<file path="src/rtl/snoop_win_pkg.sv">
package snoop_win_pkg;
  localparam int ADDR_W   = 32;
  localparam int PAGE_W   = 12;
  localparam int SIZE_W   = 5;
  localparam int RSVD_HI  = 4;
  localparam int RSVD_LO  = 2;
  localparam int BASE_W   = ADDR_W - PAGE_W;

  typedef struct packed {
    logic [BASE_W-1:0]  base;
    logic [RSVD_HI-1:0] rsvd_hi;
    logic               policy;
    logic [RSVD_LO-1:0] rsvd_lo;
    logic [SIZE_W-1:0]  size;
  } win_cfg_t;

  localparam logic [ADDR_W-1:0] WR_MASK =
    {{BASE_W{1'b1}}, {RSVD_HI{1'b0}}, 1'b1, {RSVD_LO{1'b0}}, {SIZE_W{1'b1}}};
endpackage

</file>
<file path="src/rtl/snoop_win_reg.sv">
module snoop_win_reg
  import snoop_win_pkg::*;
(
  input  logic              clk_i,
  input  logic              rst_ni,
  input  logic              wr_i,
  input  logic [ADDR_W-1:0] wdata_i,
  output win_cfg_t          cfg_o
);
  win_cfg_t cfg_q;

  always_ff @(posedge clk_i or negedge rst_ni) begin
    if (!rst_ni)   cfg_q <= '0;
    else if (wr_i) cfg_q <= win_cfg_t'(wdata_i & WR_MASK);
  end

  assign cfg_o = cfg_q;
endmodule

</file>
<file path="src/rtl/snoop_win_match.sv">
module snoop_win_match
  import snoop_win_pkg::*;
(
  input  win_cfg_t          cfg_i,
  input  logic [ADDR_W-1:0] addr_i,
  output logic              hit_o
);
  logic [BASE_W-1:0] bit_ok;

  // page bit i is compared only when it lies above the window size
  for (genvar i = 0; i < BASE_W; i++) begin : g_cmp
    assign bit_ok[i] = (int'(cfg_i.size) > i) || (addr_i[PAGE_W+i] == cfg_i.base[i]);
  end

  assign hit_o = &bit_ok;
endmodule

</file>
<file path="src/rtl/snoop_win_gate.sv">
module snoop_win_gate (
  input  logic hit_i,
  input  logic policy_i,
  input  logic en_i,
  output logic snoop_o
);
  always_comb snoop_o = en_i & (hit_i ^ policy_i);
endmodule

</file>
<file path="src/rtl/snoop_window_decoder.sv">
module snoop_window_decoder
  import snoop_win_pkg::*;
(
  input  logic              clk_i,
  input  logic              rst_ni,
  input  logic              reg_wr_i,
  input  logic [ADDR_W-1:0] reg_wdata_i,
  output logic [ADDR_W-1:0] reg_rdata_o,
  input  logic              snoop_en_i,
  input  logic              tenure_start_i,
  input  logic [ADDR_W-1:0] tenure_addr_i,
  output logic              global_n_o
);
  win_cfg_t cfg;
  logic     hit;
  logic     snoop;
  logic     global_n_q;

  snoop_win_reg u_reg (
    .clk_i   (clk_i),
    .rst_ni  (rst_ni),
    .wr_i    (reg_wr_i),
    .wdata_i (reg_wdata_i),
    .cfg_o   (cfg)
  );

  snoop_win_match u_match (
    .cfg_i  (cfg),
    .addr_i (tenure_addr_i),
    .hit_o  (hit)
  );

  snoop_win_gate u_gate (
    .hit_i    (hit),
    .policy_i (cfg.policy),
    .en_i     (snoop_en_i),
    .snoop_o  (snoop)
  );

  always_ff @(posedge clk_i or negedge rst_ni) begin
    if (!rst_ni)             global_n_q <= 1'b1;
    else if (tenure_start_i) global_n_q <= ~snoop;
  end

  assign global_n_o  = global_n_q;
  assign reg_rdata_o = cfg;
endmodule

</file>
<file path="config.mk">
export PLATFORM = sky130hd
export DESIGN_NAME = snoop_window_decoder
export DESIGN_NICKNAME = d
export VERILOG_FILES = /design/src/rtl/snoop_win_pkg.sv /design/src/rtl/snoop_win_reg.sv /design/src/rtl/snoop_win_match.sv /design/src/rtl/snoop_win_gate.sv /design/src/rtl/snoop_window_decoder.sv
export SDC_FILE = /design/constraint.sdc
export NUM_CORES = 1
export LEC_CHECK = 0
export CORE_UTILIZATION = 60
export DETAILED_ROUTE_END_ITERATION = 10
export DONT_BUFFER_PORTS = 1
export PLACE_DENSITY = 0.74
export SLEW_MARGIN = 40
export SYNTH_ARGS = -nofsm -noshare
export SYNTH_HDL_FRONTEND = slang
export SYNTH_SLANG_ARGS = --single-unit
</file>
<file path="constraint.sdc">
create_clock -name clk_i -period 2.1 [get_ports clk_i]
set_input_delay 0.315 -clock clk_i [delete_from_list [all_inputs] [get_ports clk_i]]
set_output_delay 0.315 -clock clk_i [all_outputs]
set_load 0.05 [all_outputs]
</file>
==> results of run 1 <==
==> worst max-delay path, delay by kind of cell (launching register included) <==
family | cells | cell delay [ps]
AOI/OAI and AO/OA | 3 | 950
DFF | 1 | 570
and+or+nand+nor | 3 | 410
==> logic make-up after synthesis <==
kind of cell              Yosys count
DFF                                27
muxes                              24
AOI/OAI and AO/OA                  23
and+or+nand+nor                    23
xor gates and xnor gates           20
buffers and inverters              16
other                               1
==> power groups by stage <==
stage | clock [mW] | sequential [mW] | combinational [mW]
floorplan | 0 | 0.813 | 0.238
global placement | 0 | 0.664 | 0.464
detailed placement | 0 | 0.668 | 0.474
CTS | 0.233 | 0.657 | 0.492
global route | 0.260 | 0.667 | 0.518
finish | 0.234 | 0.658 | 0.488
==> area by class of cell <==
cell class,instances,area (um^2),share of cell area (%)
repair buffers,27,218,12.6
multi-input cells,96,757,44.0
clock buffers,4,26.3,1.53
well taps,28,35.0,2.03
inverters,2,7.51,0.436
flip-flops and latches,27,678,39.4
==> path summary, 6_finish.rpt <==
check                               start               to
hold / removal                   reg_wr_i   u_reg.cfg_o[2]
max in group asynchronous          rst_ni       global_n_o
setup / recovery           u_reg.cfg_o[0]       global_n_o
setup reg to reg           u_reg.cfg_o[0]       global_n_o
hold reg to reg                global_n_o       global_n_o
min in group asynchronous          rst_ni  u_reg.cfg_o[29]
==> routing by layer <==
layer	share of wire, %	vias to the layer above	GRT usage, %
met5	0	-	0
met2	54	66	45.6
li1	-	508	-
met1	36	516	27.7
met3	8.3	6	5.51
met4	1.7	0	10.1
==> placed cells by master, fill, tap and decap left out, types with 2 or more instances in the layout <==
cell type  netlist  layout
buf_4            8      25
dfrtp_1         26      25
mux2_2          24      24
xor2_1          14      14
o21ai_0          8       8
xnor2_1          6       6
nand2_1          6       6
conb_1           1       6
a21oi_1          5       5
nor2_1           5       5
clkbuf_4         0       3
inv_1            2       2
nor3_1           2       2
a211oi_1         2       2
nand3_1          2       2
nand4_1          2       2
==> sequential cells by signal, indices dropped and copies added, names as in the netlist <==
signal,count
u_reg.cfg_o,26
global_n_o,1
==> through the flow <==
step | utilization (%) | hold slack, ps | instance area, um^2 | worst slack (ps) | std cells
final | 74.9 | 68.9 | 1720 | 122 | 184
after CTS | 74.9 | 58.8 | 1720 | 108 | 184
after floorplan | - | 19.4 | 1550 | 62.5 | 139
after global placement | 72.4 | 19.9 | 1660 | 286 | 178
after detailed placement | 72.4 | 19.9 | 1660 | 134 | 178
after global routing | 74.9 | 41.7 | 1720 | 6.57 | 184
==> repair_timing <==
action,in CTS,in global routing
resized for setup,0,1
hold endpoints to repair,27,0
hold buffers,2,0
endpoints found under the setup margin,0,1
==> impl_metrics.ini, run 1 <==
[timing]
fmax_ghz = 0.506
rsz0062_at_grt = false
setup_viol = 0
final.setup.tns_ps = 0
slew_violations = 0
min_period_ps = 1980
skew_ps = 7.94
hold_viol = 0
post-route-period-util_pct = 94.2
max_slew_margin_pct = 66.4
tightest_slew_ps = 505

[power]
swShare_pct = 40.2
comb_power_share_pct = 35.4
power.switching_mw = 0.556
total_power_mw = 1.38
p_int_mw = 0.825
p_clk_share_pct = 16.9
peakVddDrop_v = 0.000630
leakage_nw = 0.739
seq_power_share_pct = 47.7
power_density_mw_per_mm2 = 802

[cells_and_area]
fillers = 156
num-nets-final = 226
drive_above_1_share_pct = 38.5
syn_to_final_growth_pct = 12.7
antennaDiodeCount = 0

[cts]
cts.htree.levels = 1
cts_tree = done
cts_buffers = 3
cts_sinks = 27
clockBufferDepth = 2
clk_pin_slew_ps = 150
post_cts_buffers = 0
cts_root_buf = clkbuf_4
insertion_delay_ps = 330

[yosys]
synth_top_family_by_area = multiplexers
yosysUniqueCellTypes = 32
ys_ff_latch = 27
synth_edf_count = 0
yosys-mux-area-fraction_pct = 17.7
synth_warnings = 0
synth_compound_area_share_pct = 10.8
synth_common_cells = 26 x dfrtp_1, 24 x mux2_2, 14 x xor2_1, 8 x buf_4, 8 x o21ai_0
syn_area_mm2 = 0.00153
synth.area.top_cells = dfrtp_1 43%, mux2_2 18%, xor2_1 8.0%
synth_adder_area_share_pct = 0
yosysMostFrequentCell = dfrtp_1
synth_area_leader_cell = dfrtp_1
syn_area_per_cell_um2 = 11.4
synth_ff_type = dfrtp_1
synth_xor_area_share_pct = 11.5
synthDominantCellAreaShare_pct = 42.6
ys_async_sr_fraction_pct = 100
synth-simple-area-share_pct = 8.11
syn_inst = 134
yosysSeqAreaShare_pct = 44.3

[place]
place_hpwl_um = 2500
io_buffers = 0
place.gp.congestion = 0.974

[floorplanning]
die-area_mm2 = 0.00275
die_y_um = 52.5
start_util_pct = 66.5
fp.dieW_um = 52.5
rows = 17
core-area_mm2 = 0.00230
ioPinCount = 102

[global_routing]
overflow = 0
grt_pass1_vias = 1164
grt_max_degree = 29
grt_antenna_before_repair = 0
grt_pass1_wl_um = 4870
track_usage_pct = 25.0

[routing]
wl_um = 3190
ant_nets = 0
drt_pass1_iterations = 4
viasPerCell = 5.96
avgRoutedWirePerCell_um = 17.3
drt_iter0_markers = 23
drcViolationCount = 0
num_vias = 1096

[critical_path]
ff2ff_path_depth = 6
crit_slowest_cell = dfrtp_1
cp-start-kind = register
rrSetupSlack_ps = 120
cp-end-kind = register
cp_max_fo = 10
worstPathRequired_ps = 2380
cp_cell_sequence = nand3_2 -> a222oi_1 -> a21oi_1 -> a2111oi_4 -> nand4_1 -> nor3b_2
worstPathArrival_ps = 2250
path_class = reg2reg
critical_path.max_stage_delay_ps = 570

[worst_hold_path]
holdPathStages = 1
hold_class = in2reg

[status]
status = complete, no violations

[run]
drv_cap = 0
No activity file was read; power rests on OpenSTA's default activity.
==> inputs of run 2 (changes only) <==
Settings changed: GPL_TIMING_DRIVEN set to 0, SYNTH_HIERARCHICAL set to 1.
==> impl_metrics.ini, run 2 <==
[timing]
tightest_slew_ps = 569
post-route-period-util_pct = 97.4
setup_viol = 0
final.setup.tns_ps = 0
fin_ws_ps = 53.8
max_slew_margin_pct = 62.1
min_period_ps = 2050
slew_violations = 0
hold_viol = 0
fmax_ghz = 0.489
skew_ps = 5.36

[critical_path]
cp-startpoint = u_reg/cfg_o[1]
cp_max_fo = 7
worstPathArrival_ps = 2310
cp_top_family = flip-flops
cp_cell_sequence = or2_1 -> o22ai_2 -> a22oi_1 -> a221oi_2 -> a211oi_2 -> xor2_1 -> and2_1 -> mux2i_1
ff2ff_path_depth = 8
cp-end-kind = register
cp-start-kind = register
path_class = reg2reg
path_depth = 8
r2r-start = u_reg/cfg_o[1]
crit_slowest_cell = dfrtp_4
worstPathRequired_ps = 2360
cp.buffers_inverters = 0
critical_path.max_stage_delay_ps = 620

[routing]
viasPerCell = 6.02
ant_nets = 0
num_vias = 970
avgRoutedWirePerCell_um = 19.5
drt_pass1_iterations = 4
drt_iter0_markers = 20
drcViolationCount = 0
wl_um = 3150

[cts]
insertion_delay_ps = 320
clk_pin_slew_ps = 140
cts_sinks = 27
cts_root_buf = clkbuf_4
clockBufferDepth = 2
cts.htree.levels = 1
cts_tree = done
cts_buffers = 3

[cells_and_area]
layout_common_cells = 20 x mux2_4, 19 x dfrtp_2, 8 x xnor2_2
antennaDiodeCount = 0
layout_commonest_cell = mux2_4
drive_above_1_share_pct = 62.6
multiInputGateArea_um2 = 922
layout.area.seq_um2 = 708
fillers = 165
largest_register_ffs = 26
finish.utilization_pct = 75.0
syn_to_final_growth_pct = 18.3
num-nets-final = 201

[global_routing]
overflow = 0
grt_antenna_before_repair = 0
grt_pass1_wl_um = 4190
track_usage_pct = 21.0
grt_max_degree = 28
grt_pass1_vias = 943

[floorplanning]
start_util_pct = 63.4
ioPinCount = 102
die_y_um = 52.9
die-area_mm2 = 0.00280
rows = 18
core-area_mm2 = 0.00245
fp.dieW_um = 52.9

[yosys]
synth_area_leader_cell = dfrtp_1
yosysUniqueCellTypes = 34
synth_warnings = 6
ys_ff_latch = 27
synth_common_cells = 26 x dfrtp_1, 20 x mux2_4, 15 x xnor2_1, 6 x buf_4, 6 x mux2_2
synth.area.top_cells = dfrtp_1 42%, mux2_4 19%, xnor2_1 8.4%
yosysMostFrequentCell = dfrtp_1
synthDominantCellAreaShare_pct = 41.8
syn_inst = 118
ys_async_sr_fraction_pct = 100
syn_area_mm2 = 0.00156
yosysSeqAreaShare_pct = 43.5
syn_area_per_cell_um2 = 13.2
synth_edf_count = 0
synth_ff_type = dfrtp_1

[place]
pre_cts_slack_ps = -201
place.gp.congestion = 0.678
place_hpwl_um = 2200
io_buffers = 0

[status]
status = complete, no violations

[power]
leakage_nw = 0.792
total_power_mw = 1.42
power_density_mw_per_mm2 = 772
peakVddDrop_v = 0.000649

[run]
drv_cap = 0

[worst_hold_path]
hp-start = tenure_start_i
holdPathStages = 1
hold_class = in2reg
[run 2: where the power goes]
part	internal, mW	total, mW	switching (mW)	leakage (nW)
Sequential	0.584	0.860	0.277	0.294
Combinational	0.194	0.338	0.145	0.484
Clock	0.0744	0.222	0.148	0.0150
Total	0.852	1.42	0.569	0.792
[run 2: cell families (layout without fill, tap and decap cells)]
| group | count (synthesis) | count (layout) | synth area share [%] |
|---|---|---|---|
| compound gates | 19 | 19 | 9.01 |
| xor+xnor | 21 | 21 | 12.3 |
| buf+inv | 11 | 19 | 6.68 |
| flops | 27 | 27 | 43.5 |
| mux | 27 | 27 | 24.3 |
| other cells | 1 | 6 | 0.241 |
| simple gates | 12 | 12 | 3.94 |
[run 2: layout make-up]
| class | count | area share (%) |
|---|---|---|
| Tap cell | 30 | 2.04 |
| Multi-Input combinational cell | 85 | 50.1 |
| Sequential cell | 27 | 38.5 |
| Inverter | 2 | 0.408 |
| Buffer | 9 | 5.23 |
| Timing Repair Buffer | 4 | 2.31 |
| Clock buffer | 4 | 1.43 |
[run 2: repair_timing]
item / CTS / global route
hold buffers: 2 / 0
hold endpoints to repair: 27 / 0
gates resized for setup: 19 / 23
buffers inserted: 0 / 2
endpoints found under the setup margin: 1 / 1
pin swaps: 0 / 8
[run 2: worst paths after layout]
check	slack (ps)	endpoint
max	50	global_n_o
min	40	global_n_o
max reg2reg	50	global_n_o
min reg2reg	620	global_n_o
max in group asynchronous	1470	global_n_o
min in group asynchronous	410	u_reg/cfg_o[22]
[run 2: layer usage]
metal / GRT usage, % / vias up / share of wire, %
li1: - / 433 / -
met5: 0 / - / 0
met4: 6.58 / 0 / 0.92
met2: 35.7 / 67 / 49
met1: 25.0 / 466 / 39
met3: 6.90 / 4 / 11
[run 2: stage by stage]
step / std cells / hold slack [ps] / area (um^2)
2_1_floorplan: 123 / 19.4 / 1570
3_3_place_gp: 153 / 19.9 / 1610
3_5_place_dp: 153 / 20.0 / 1610
4_1_cts: 159 / 29.6 / 1710
5_1_grt: 161 / 13.1 / 1840
6_report: 161 / 39.1 / 1840
